<file path="src/rtl/boot_copy_pkg.sv">
// Shared constants and types for the bootstrap loader copier.
// Assumes a 16-bit word and a 64-word loader image per socket.
package boot_copy_pkg;
    localparam int WORD_W    = 16;
    localparam int ROM_AW    = 6;
    localparam int ROM_WORDS = 1 << ROM_AW;
    localparam int SOCK_W    = 2;
    localparam int N_SOCK    = 1 << SOCK_W;
    localparam int SOCK_LSB  = 14;
    localparam int SC_W      = 6;
    localparam int SC_LSB    = 6;
    localparam int DMA_IDX   = ROM_WORDS - 2;
    localparam int FWA_IDX   = ROM_WORDS - 1;

    typedef enum logic {
        CP_IDLE = 1'b0,
        CP_COPY = 1'b1
    } copy_state_t;
endpackage

</file>
<file path="src/rtl/boot_sw_decode.sv">
// Splits the switch register into socket number and select code.
// Assumes the field positions fixed by the package; other bits are left
// for the loaded program and ignored here.
module boot_sw_decode #(
    parameter int WORD_W   = 16,
    parameter int SOCK_W   = 2,
    parameter int SOCK_LSB = 14,
    parameter int SC_W     = 6,
    parameter int SC_LSB   = 6
) (
    input  logic [WORD_W-1:0] sw,
    output logic [SOCK_W-1:0] sock,
    output logic [SC_W-1:0]   sc
);
    // Field extraction; bits outside both fields are gathered as unused.
    logic unused_user_bits;
    assign sock = sw[SOCK_LSB +: SOCK_W];
    assign sc   = sw[SC_LSB +: SC_W];
    assign unused_user_bits = ^sw;
endmodule

</file>
<file path="src/rtl/boot_rom_mux.sv">
// Chooses one socket's read data out of the flattened ROM data bus.
// Assumes every socket answers the shared address combinationally.
module boot_rom_mux #(
    parameter int WORD_W = 16,
    parameter int SOCK_W = 2,
    parameter int N_SOCK = 4
) (
    input  logic [N_SOCK*WORD_W-1:0] flat,
    input  logic [SOCK_W-1:0]        sel,
    output logic [WORD_W-1:0]        word
);
    logic [WORD_W-1:0] lanes [N_SOCK];

    // One lane per socket, unpacked from the flat bus.
    for (genvar g = 0; g < N_SOCK; g++) begin : g_lane
        assign lanes[g] = flat[g*WORD_W +: WORD_W];
    end

    // Lane selection by the captured socket number.
    assign word = lanes[sel];
endmodule

</file>
<file path="src/rtl/boot_word_patch.sv">
// Rewrites the two special loader words while they pass to memory:
// the DMA configuration word gets the select code in its low bits and
// the final word becomes the negated load address.
// Assumes base already fits in one word.
module boot_word_patch #(
    parameter int WORD_W  = 16,
    parameter int ROM_AW  = 6,
    parameter int SC_W    = 6,
    parameter int DMA_IDX = 62,
    parameter int FWA_IDX = 63
) (
    input  logic [ROM_AW-1:0] idx,
    input  logic [WORD_W-1:0] raw,
    input  logic [SC_W-1:0]   sc,
    input  logic [WORD_W-1:0] base,
    output logic [WORD_W-1:0] patched
);
    // Pick the replacement for the current index, else pass the ROM word.
    always_comb begin
        patched = raw;
        if (idx == ROM_AW'(DMA_IDX)) begin
            patched = {raw[WORD_W-1:SC_W], sc};
        end else if (idx == ROM_AW'(FWA_IDX)) begin
            patched = WORD_W'(0) - base;
        end
    end
endmodule

</file>
<file path="src/rtl/boot_copy_seq.sv">
// Copy sequencer: captures the request on start, walks the ROM index
// once per clock and reports completion or an empty socket.
// Assumes mem_size is at least ROM_WORDS; start is ignored while copying.
module boot_copy_seq
    import boot_copy_pkg::*;
#(
    parameter int MEM_AW = 15
) (
    input  logic              clk,
    input  logic              rst_n,
    input  logic              start,
    input  logic [SOCK_W-1:0] sock_in,
    input  logic [SC_W-1:0]   sc_in,
    input  logic [MEM_AW:0]   mem_size,
    input  logic [N_SOCK-1:0] present,
    output logic              busy,
    output logic [ROM_AW-1:0] idx,
    output logic [SOCK_W-1:0] sock_q,
    output logic [SC_W-1:0]   sc_q,
    output logic [MEM_AW-1:0] base_q,
    output logic              done,
    output logic              error
);
    localparam logic [ROM_AW-1:0] LAST_IDX = ROM_AW'(ROM_WORDS - 1);

    copy_state_t state;

    // Request capture, index stepping and end-of-copy pulses.
    always_ff @(posedge clk) begin
        if (!rst_n) begin
            state  <= CP_IDLE;
            idx    <= '0;
            sock_q <= '0;
            sc_q   <= '0;
            base_q <= '0;
            done   <= 1'b0;
            error  <= 1'b0;
        end else begin
            done  <= 1'b0;
            error <= 1'b0;
            case (state)
                CP_IDLE: begin
                    if (start) begin
                        sock_q <= sock_in;
                        sc_q   <= sc_in;
                        base_q <= MEM_AW'(mem_size - (MEM_AW+1)'(ROM_WORDS));
                        idx    <= '0;
                        if (present[sock_in]) begin
                            state <= CP_COPY;
                        end else begin
                            done  <= 1'b1;
                            error <= 1'b1;
                        end
                    end
                end
                CP_COPY: begin
                    if (idx == LAST_IDX) begin
                        state <= CP_IDLE;
                        idx   <= '0;
                        done  <= 1'b1;
                    end else begin
                        idx <= idx + 1'b1;
                    end
                end
                default: state <= CP_IDLE;
            endcase
        end
    end

    // Busy flag seen by the write port.
    assign busy = (state == CP_COPY);

    assert_done_single_R6: assert property (@(posedge clk) disable iff (!rst_n)
        done |=> !done);

    assert_empty_no_copy_R7: assert property (@(posedge clk) disable iff (!rst_n)
        (!busy && start && !present[sock_in]) |=> (!busy && done && error));

    assert_start_ignored_R8: assert property (@(posedge clk) disable iff (!rst_n)
        (busy && start && idx != LAST_IDX) |=> (busy && $stable(sock_q) && $stable(base_q)));
endmodule

</file>
<file path="src/rtl/boot_loader_copier.sv">
// Top of the bootstrap loader copier. Decodes the switch register,
// sequences 64 single-word writes to the top of memory and patches the
// DMA configuration and negative start-address words on the way.
// Assumes 64 <= mem_size <= 2**MEM_AW and MEM_AW <= WORD_W.
module boot_loader_copier
    import boot_copy_pkg::*;
#(
    parameter int MEM_AW = 15
) (
    input  logic                     clk,
    input  logic                     rst_n,
    input  logic                     start,
    input  logic [WORD_W-1:0]        switch_reg,
    input  logic [WORD_W-1:0]        mem_size,
    input  logic [N_SOCK-1:0]        socket_present,
    input  logic [N_SOCK*WORD_W-1:0] rom_data,
    output logic [ROM_AW-1:0]        rom_addr,
    output logic                     mem_we,
    output logic [MEM_AW-1:0]        mem_addr,
    output logic [WORD_W-1:0]        mem_wdata,
    output logic                     done,
    output logic                     error
);
    logic [SOCK_W-1:0] sw_sock;
    logic [SC_W-1:0]   sw_sc;
    logic              busy;
    logic [ROM_AW-1:0] idx;
    logic [SOCK_W-1:0] sock_q;
    logic [SC_W-1:0]   sc_q;
    logic [MEM_AW-1:0] base_q;
    logic [WORD_W-1:0] rom_word;
    logic [MEM_AW:0]   size_w;

    // Memory size resized to the sequencer's width.
    assign size_w = (MEM_AW+1)'(mem_size);

    boot_sw_decode #(
        .WORD_W(WORD_W), .SOCK_W(SOCK_W), .SOCK_LSB(SOCK_LSB),
        .SC_W(SC_W), .SC_LSB(SC_LSB)
    ) u_decode (
        .sw(switch_reg), .sock(sw_sock), .sc(sw_sc)
    );

    boot_copy_seq #(.MEM_AW(MEM_AW)) u_seq (
        .clk(clk), .rst_n(rst_n), .start(start),
        .sock_in(sw_sock), .sc_in(sw_sc), .mem_size(size_w),
        .present(socket_present), .busy(busy), .idx(idx),
        .sock_q(sock_q), .sc_q(sc_q), .base_q(base_q),
        .done(done), .error(error)
    );

    boot_rom_mux #(.WORD_W(WORD_W), .SOCK_W(SOCK_W), .N_SOCK(N_SOCK)) u_mux (
        .flat(rom_data), .sel(sock_q), .word(rom_word)
    );

    boot_word_patch #(
        .WORD_W(WORD_W), .ROM_AW(ROM_AW), .SC_W(SC_W),
        .DMA_IDX(DMA_IDX), .FWA_IDX(FWA_IDX)
    ) u_patch (
        .idx(idx), .raw(rom_word), .sc(sc_q),
        .base(WORD_W'(base_q)), .patched(mem_wdata)
    );

    // Write port: ROM index and memory address advance together.
    assign rom_addr = idx;
    assign mem_we   = busy;
    assign mem_addr = base_q + MEM_AW'(idx);

    assert_first_addr_R5: assert property (@(posedge clk) disable iff (!rst_n)
        $rose(mem_we) |-> mem_addr == MEM_AW'($past(size_w) - (MEM_AW+1)'(ROM_WORDS)));

    assert_addr_step_R5: assert property (@(posedge clk) disable iff (!rst_n)
        (mem_we && $past(mem_we) && $past(rom_addr) != ROM_AW'(FWA_IDX))
            |-> mem_addr == $past(mem_addr) + 1'b1);

    assert_dma_upper_R3: assert property (@(posedge clk) disable iff (!rst_n)
        (mem_we && rom_addr == ROM_AW'(DMA_IDX))
            |-> mem_wdata[WORD_W-1:SC_W] == rom_word[WORD_W-1:SC_W]);

    assert_neg_start_R4: assert property (@(posedge clk) disable iff (!rst_n)
        (mem_we && rom_addr == ROM_AW'(FWA_IDX))
            |-> (mem_wdata + WORD_W'(mem_addr - MEM_AW'(FWA_IDX))) == '0);

    assert_done_after_last_R6: assert property (@(posedge clk) disable iff (!rst_n)
        (mem_we && rom_addr == ROM_AW'(FWA_IDX)) |=> (done && !error && !mem_we));
endmodule

</file>
<file path="config.mk">
export PLATFORM = sky130hd
export DESIGN_NAME = boot_loader_copier
export DESIGN_NICKNAME = d
export VERILOG_FILES = /design/src/rtl/boot_copy_pkg.sv /design/src/rtl/boot_sw_decode.sv /design/src/rtl/boot_rom_mux.sv /design/src/rtl/boot_word_patch.sv /design/src/rtl/boot_copy_seq.sv /design/src/rtl/boot_loader_copier.sv
export SDC_FILE = /design/constraint.sdc
export NUM_CORES = 1
export LEC_CHECK = 0
export CELL_PAD_IN_SITES_DETAIL_PLACEMENT = 0
export CELL_PAD_IN_SITES_GLOBAL_PLACEMENT = 1
export CORE_ASPECT_RATIO = 2
export CORE_MARGIN = 8
export CORE_UTILIZATION = 30
export CTS_CLUSTER_DIAMETER = 120
export DETAILED_ROUTE_END_ITERATION = 6
export DONT_BUFFER_PORTS = 1
export GPL_TIMING_DRIVEN = 0
export PLACE_DENSITY = 0.57
export SLEW_MARGIN = 25
export SYNTH_ARGS = -nofsm -noshare
export SYNTH_HDL_FRONTEND = slang
export SYNTH_SLANG_ARGS = --single-unit
</file>
<file path="constraint.sdc">
create_clock -name clk -period 2.8 [get_ports clk]
set_input_delay 0.56 -clock clk [delete_from_list [all_inputs] [get_ports clk]]
set_output_delay 0.56 -clock clk [all_outputs]
set_load 0.03 [all_outputs]
</file>
==> flow_metrics.env, run 1 <==
export IMPL_cp_required_ps=2240
export IMPL_start_util_pct=30.5
export IMPL_worstSetupPathType="register to primary output"
export IMPL_p_comb_share_pct=29.2
export IMPL_rsz0062_at_grt="yes"
export IMPL_end_kind="primary output"
export IMPL_grt_use_total_pct=15.5
export IMPL_yosysWarnings=0
export IMPL_drt_wl_total_um=9340
export IMPL_grt_util_met3_pct=4.14
export IMPL_tritoncts="done"
export IMPL_finalMaxSlewViolations=0
export IMPL_numCtsBuffers=5
export IMPL_synth_edff_count=0
export IMPL_use_met1_pct=15.0
export IMPL_hold_depth=1
export IMPL_ys_flop_type="dfxtp_1"
export IMPL_grt_first_pass_wirelength_um=14000
export IMPL_dieArea_sq_um=12100
export IMPL_top_usage_layer="met2"
export IMPL_layout_min_cycle_time_ps=2740
export IMPL_avgSynthCellArea_sq_um=8.99
export IMPL_cts_buffer_depth=2
export IMPL_slowest_delay_ps=490
export IMPL_synth_seq_cells=32
export IMPL_clockPowerShare_pct=39.5
export IMPL_drive_above_1_share_pct=32.2
export IMPL_insertion_delay_ps=280
export IMPL_antenna_cells=0
export IMPL_fin_nets=414
export IMPL_leakagePower_nw=1.21
export IMPL_outcome="finished clean"
export IMPL_wl_per_cell_um=23.3
export IMPL_period_share_pct=98.0
export IMPL_clock_sinks=32
export IMPL_gp_congestion=0.752
export IMPL_p_seq_share_pct=31.3
export IMPL_grt_pass1_vias=2450
export IMPL_ant_nets=0
export IMPL_holdPathEnd="u_seq.base_q[6]"
export IMPL_grt_max_degree=11
export IMPL_p_per_area_nw_per_um2=508
export IMPL_worstHoldStart="mem_size[6]"
export IMPL_place_ws_ps=-407
export IMPL_synthesis_nets=403
export IMPL_fmax_ghz=0.365
export IMPL_seq_area_frac_synth_pct=24.7
export IMPL_worst_slack_ps=57.0
export IMPL_multi_input_area_sq_um=2160
export IMPL_ys_async_sr_fraction_pct=0
export IMPL_synthCells=289
export IMPL_worstPathArrival_ps=2180
export IMPL_relSlewSlack_pct=49.0
export IMPL_skew_ps=5.27
export IMPL_switching_share_pct=32.2
export IMPL_postLayoutCoreUtil_pct=39.0
export IMPL_maxCapViolations=0
export IMPL_critical_path_startpoint_type="register"
export IMPL_htree_levels=2
export IMPL_antenna_found_initial=0
export IMPL_rrSetupSlack_ps=790
export IMPL_drtIter0Drc=133
export IMPL_hold_buffers=0
export IMPL_core_area_sq_um=8530
export IMPL_seq_area_sq_um=673
export IMPL_overflow=0
export IMPL_reg2reg_from="u_seq.busy"
export IMPL_path_cells="ha_4, nor2_2, o31ai_4, o211ai_1, xnor2_2"
export IMPL_num_vias=2310
export IMPL_avgViaCountPerCell=5.76
export IMPL_worst_pin_slew_ps=759
export IMPL_r2r_cells=4
export IMPL_areaGrowthSynthToFinish_pct=28.1
export IMPL_dpl_hpwl_um=7620
export IMPL_path_clk_slew_ps=50
export IMPL_r2r_end="u_seq.sc_q[5]"
export IMPL_rows=48
export IMPL_p_switching_uw=543
export IMPL_cts_root_buf="clkbuf_16"
export IMPL_portBuffers=0
export IMPL_die_y_um=148
export IMPL_finalSetupViolations=0
export IMPL_ir_drop_mv=0.397
export IMPL_synth_distinct_cells=48
export IMPL_syn_area_sq_um=2600
export IMPL_nFillCells=889
export IMPL_hold_viol=0
export IMPL_hold_path_class="primary input to register"
export IMPL_crit_path_top_delay_cell="o31ai_4"
export IMPL_grtUsageMet2_pct=28.8
export IMPL_internal_power_mw=1.15
export IMPL_dr_pass1_iters=4
export IMPL_dieWidth_um=81.8
export IMPL_drc=0
export IMPL_whs_ps=400
export IMPL_critPathMaxFanout=7
export IMPL_num_io_pins=143
## timing repair
action,in CTS,in global routing
resized for setup,48,28
setup endpoints to repair,26,22
pin swaps,7,14
gates cloned,1,0
buffers inserted,3,2
## critical path, delay by kind of cell, from the launching register on
family / cells / cell delay [ps]
fa+ha+maj: 1 / 300
xor+xnor: 1 / 420
compound gates: 2 / 710
flops: 1 / 410
simple gates: 1 / 50
## synthesized netlist by cell type (2+ instances only)
| cell type | number | area [sq um] |
|---|---|---|
| xnor2_1 | 23 | 201 |
| nand2_1 | 32 | 120 |
| ha_1 | 10 | 125 |
| o21ai_1 | 10 | 50.1 |
| and4_1 | 3 | 26.3 |
| mux2i_1 | 3 | 30.0 |
| inv_1 | 11 | 41.3 |
| o31ai_1 | 2 | 15.0 |
| xor2_1 | 8 | 70.1 |
| nor3b_1 | 2 | 15.0 |
| a31oi_1 | 2 | 12.5 |
| nand2b_1 | 2 | 12.5 |
| o311ai_0 | 2 | 17.5 |
| nor2_1 | 16 | 60.1 |
| and2_1 | 2 | 12.5 |
| o21ai_0 | 9 | 45.0 |
| clkbuf_1 | 13 | 48.8 |
| a22o_1 | 14 | 123 |
| mux4_2 | 17 | 383 |
| a21o_1 | 2 | 15.0 |
| buf_6 | 2 | 22.5 |
| nand4_1 | 7 | 43.8 |
| dfxtp_1 | 32 | 641 |
| a21oi_1 | 12 | 60.1 |
| a211oi_1 | 2 | 15.0 |
| nand4b_1 | 3 | 26.3 |
| a22oi_1 | 2 | 15.0 |
| nor4_4 | 2 | 42.5 |
| nand3_1 | 13 | 65.1 |
| nor3_1 | 6 | 30.0 |
| o211ai_1 | 4 | 30.0 |
| buf_2 | 5 | 25.0 |
## power by group through the flow
stage / clock, mW / combinational (mW) / sequential [mW]
floorplan: 0 / 0.377 / 0.525
global placement: 0 / 0.450 / 0.536
detailed placement: 0 / 0.456 / 0.536
CTS: 0.688 / 0.489 / 0.526
global route: 0.709 / 0.533 / 0.533
finish: 0.667 / 0.494 / 0.529
## registers in the layout, indices dropped and copies added, names as in the netlist
signal        count
u_seq.idx         6
u_seq.done        1
u_seq.sc_q        6
u_seq.sock_q      2
u_seq.error       1
u_seq.base_q     15
u_seq.busy        1
## routing by layer
metal  vias up  wire, um
met3        13       444
li1       1105         -
met4         0       233
met1      1132      3110
met2        60      5550
met5         -         0
## metrics by stage
step / instances / cell area [sq um] / TNS, ps / power (mW)
after floorplan: 289 / 2600 / -66.3 / 0.902
after global placement: 389 / 2720 / -4060 / 0.985
after detailed placement: 389 / 2740 / -4100 / 0.993
after CTS: 399 / 3160 / -88.3 / 1.70
after global routing: 401 / 3330 / -61.7 / 1.78
final: 401 / 3330 / 0 / 1.69
## area by class of cell
type | instances | area share, %
sequential | 32 | 20.2
clock inverter | 1 | 0.903
clock buffer | 7 | 4.59
inverter | 11 | 1.24
multi-input combinational | 226 | 64.9
timing repair buffer | 6 | 1.35
buffer | 18 | 2.97
tap | 100 | 3.76
## placed cells by master, fill, tap and decap left out, types with 8 or more instances in the layout
cell	count
a22o_1	14
clkbuf_1	9
dfxtp_1	20
inv_1	11
mux4_2	17
nand2_1	31
nand3_1	13
nor2_1	15
o21ai_2	10
xnor2_1	16
xor2_1	8
## worst max path at each step
stage,cells past startpoint,slack (ps),to,startpoint
2_1_floorplan,5,-70,mem_addr[8],u_seq.idx[0]
3_3_place_gp,5,-430,mem_addr[8],u_seq.idx[0]
3_5_place_dp,5,-410,mem_addr[9],u_seq.idx[2]
4_1_cts,5,-40,mem_addr[11],u_seq.idx[4]
5_1_grt,6,-30,mem_addr[14],u_seq.idx[0]
6_report,5,60,mem_addr[13],u_seq.idx[2]
## cell families after synthesis
family / share of synthesized area [%]
and+or+nand+nor: 20.6
AOI/OAI and AO/OA: 17.1
DFF: 24.7
xor gates and xnor gates: 10.5
buffers and inverters: 5.30
muxes: 16.3
adders and majority gates: 5.59
Note: power is estimated with default switching activity, not from simulation.
==> run 2, diff against run 1 <==
clock period = 3.5 ns   (was 2.8 ns; I/O delays follow)
==> flow_metrics.env, run 2 (same netlist as run 1, synthesis figures left out) <==
export IMPL_core_area_sq_um=8530
export IMPL_grt_max_degree=11
export IMPL_layout_min_cycle_time_ps=3360
export IMPL_grt_util_met3_pct=4.20
export IMPL_total_power_mw=1.21
export IMPL_antenna_cells=0
export IMPL_grt_first_pass_wirelength_um=13900
export IMPL_ant_nets=0
export IMPL_final_cell_mix="nand2_1 (32), dfxtp_1 (28), mux4_2 (17)"
export IMPL_dpl_cell_area_sq_um=2740
export IMPL_fin_area_sq_um=2950
export IMPL_ir_drop_mv=0.308
export IMPL_largest_reg_flops=15
export IMPL_dpl_hpwl_um=7800
export IMPL_hold_path_class="register to register"
export IMPL_cp_required_ps=2800
export IMPL_drt_wl_total_um=9250
export IMPL_p_per_area_nw_per_um2=412
export IMPL_rows=48
export IMPL_wl_per_cell_um=23.3
export IMPL_dr_pass1_iters=4
export IMPL_dieArea_sq_um=12100
export IMPL_postLayoutCoreUtil_pct=34.6
export IMPL_drive_above_1_share_pct=16.8
export IMPL_portBuffers=0
export IMPL_fmax_ghz=0.297
export IMPL_gp_congestion=0.775
export IMPL_mostFrequentLayoutCell="nand2_1"
export IMPL_rrSetupSlack_ps=1530
export IMPL_finalSetupViolations=0
export IMPL_avgViaCountPerCell=5.62
export IMPL_hold_depth=1
export IMPL_outcome="finished clean"
export IMPL_cts_root_buf="clkbuf_16"
export IMPL_drtIter0Drc=64
export IMPL_grtUsageMet2_pct=29.1
export IMPL_grt_pass1_vias=2381
export IMPL_r2r_end="u_seq.base_q[0]"
export IMPL_htree_levels=2
export IMPL_worstPathArrival_ps=2660
export IMPL_hold_buffers=0
export IMPL_drc=0
export IMPL_clock_sinks=32
export IMPL_use_met1_pct=14.6
export IMPL_start_util_pct=30.5
export IMPL_seq_area_sq_um=646
export IMPL_die_y_um=148
export IMPL_numCtsBuffers=5
export IMPL_top_usage_layer="met2"
export IMPL_reg_top3="u_seq.base_q: 15 flops, u_seq.idx: 6 flops, u_seq.sc_q: 6 flops"
export IMPL_maxCapViolations=0
export IMPL_period_share_pct=96.1
export IMPL_timing_setup_tns_ps=0
export IMPL_cts_buffer_depth=2
export IMPL_dieWidth_um=81.8
export IMPL_hold_viol=0
export IMPL_grt_use_total_pct=15.4
export IMPL_reg2reg_from="u_seq.busy"
export IMPL_areaGrowthSynthToFinish_pct=13.4
export IMPL_rsz0062_at_grt="no"
export IMPL_end_kind="primary output"
export IMPL_num_vias=2233
export IMPL_leakagePower_nw=1.15
export IMPL_tritoncts="done"
export IMPL_critical_path_startpoint_type="register"
export IMPL_skew_ps=2.53
export IMPL_relSlewSlack_pct=50.0
export IMPL_worstHoldStart="u_seq.sc_q[0]"
export IMPL_num_io_pins=143
export IMPL_worstSetupPathType="register to primary output"
export IMPL_multi_input_area_sq_um=1890
export IMPL_finalMaxSlewViolations=0
export IMPL_worst_pin_slew_ps=744
export IMPL_r2r_cells=4
export IMPL_overflow=0
export IMPL_holdPathEnd="u_seq.sc_q[0]"
export IMPL_path_clk_slew_ps=50
export IMPL_fin_nets=410
export IMPL_regMostFlops="u_seq.base_q"
export IMPL_nFillCells=948
export IMPL_antenna_found_initial=0
export IMPL_whs_ps=478
export IMPL_insertion_delay_ps=280
export IMPL_critPathMaxFanout=7
-- run 2: how the worst max path moves through the flow --
stage                 start           end  slack [ps]  cells after the start
2_1_floorplan  u_seq.idx[0]   mem_addr[8]         130                      5
3_3_place_gp   u_seq.idx[0]   mem_addr[8]        -220                      5
3_5_place_dp   u_seq.idx[2]  mem_addr[11]         100                      5
4_1_cts        u_seq.idx[3]  mem_wdata[5]          10                      5
5_1_grt        u_seq.idx[0]   mem_addr[8]         0.5                      5
6_report       u_seq.idx[0]   mem_addr[8]         140                      5
-- run 2: through the flow --
step           cells  setup WS [ps]
3_5_place_dp     389           97.3
4_1_cts          397           9.76
6_report         397            138
5_1_grt          397          0.538
2_1_floorplan    289            134
3_3_place_gp     389           -218
-- run 2: cell type report --
| class | instances | area share [%] |
|---|---|---|
| tap | 100 | 4.25 |
| buffer | 20 | 3.27 |
| inverter | 11 | 1.40 |
| sequential | 32 | 21.9 |
| clock buffer | 8 | 4.97 |
| multi-input combinational | 226 | 64.2 |
-- run 2: power by group --
part	switching (mW)	total, mW	internal (mW)
Sequential	0.0341	0.422	0.388
Clock	0.149	0.432	0.283
Combinational	0.224	0.362	0.138
Total	0.406	1.21	0.809
-- run 2: worst max-delay path, cell delays in order, from the launching register on --
cell      delay, ps
dfxtp_1         470
ha_1            320
fa_1            410
a21oi_1         280
o21ai_0         260
o311ai_2        640
-- run 2: timing repair --
item                                    CTS  global route
setup buffers                             0             0
endpoints found under the setup margin    6             9
pin swaps                                 1             1
resized for setup                         4             8
gates cloned                              0             0
-- run 2: routing by layer --
metal | up-vias | wire length (um)
met5 | - | 0
met4 | 0 | 199
met3 | 13 | 467
met2 | 53 | 5390
met1 | 1076 | 3190
li1 | 1091 | -
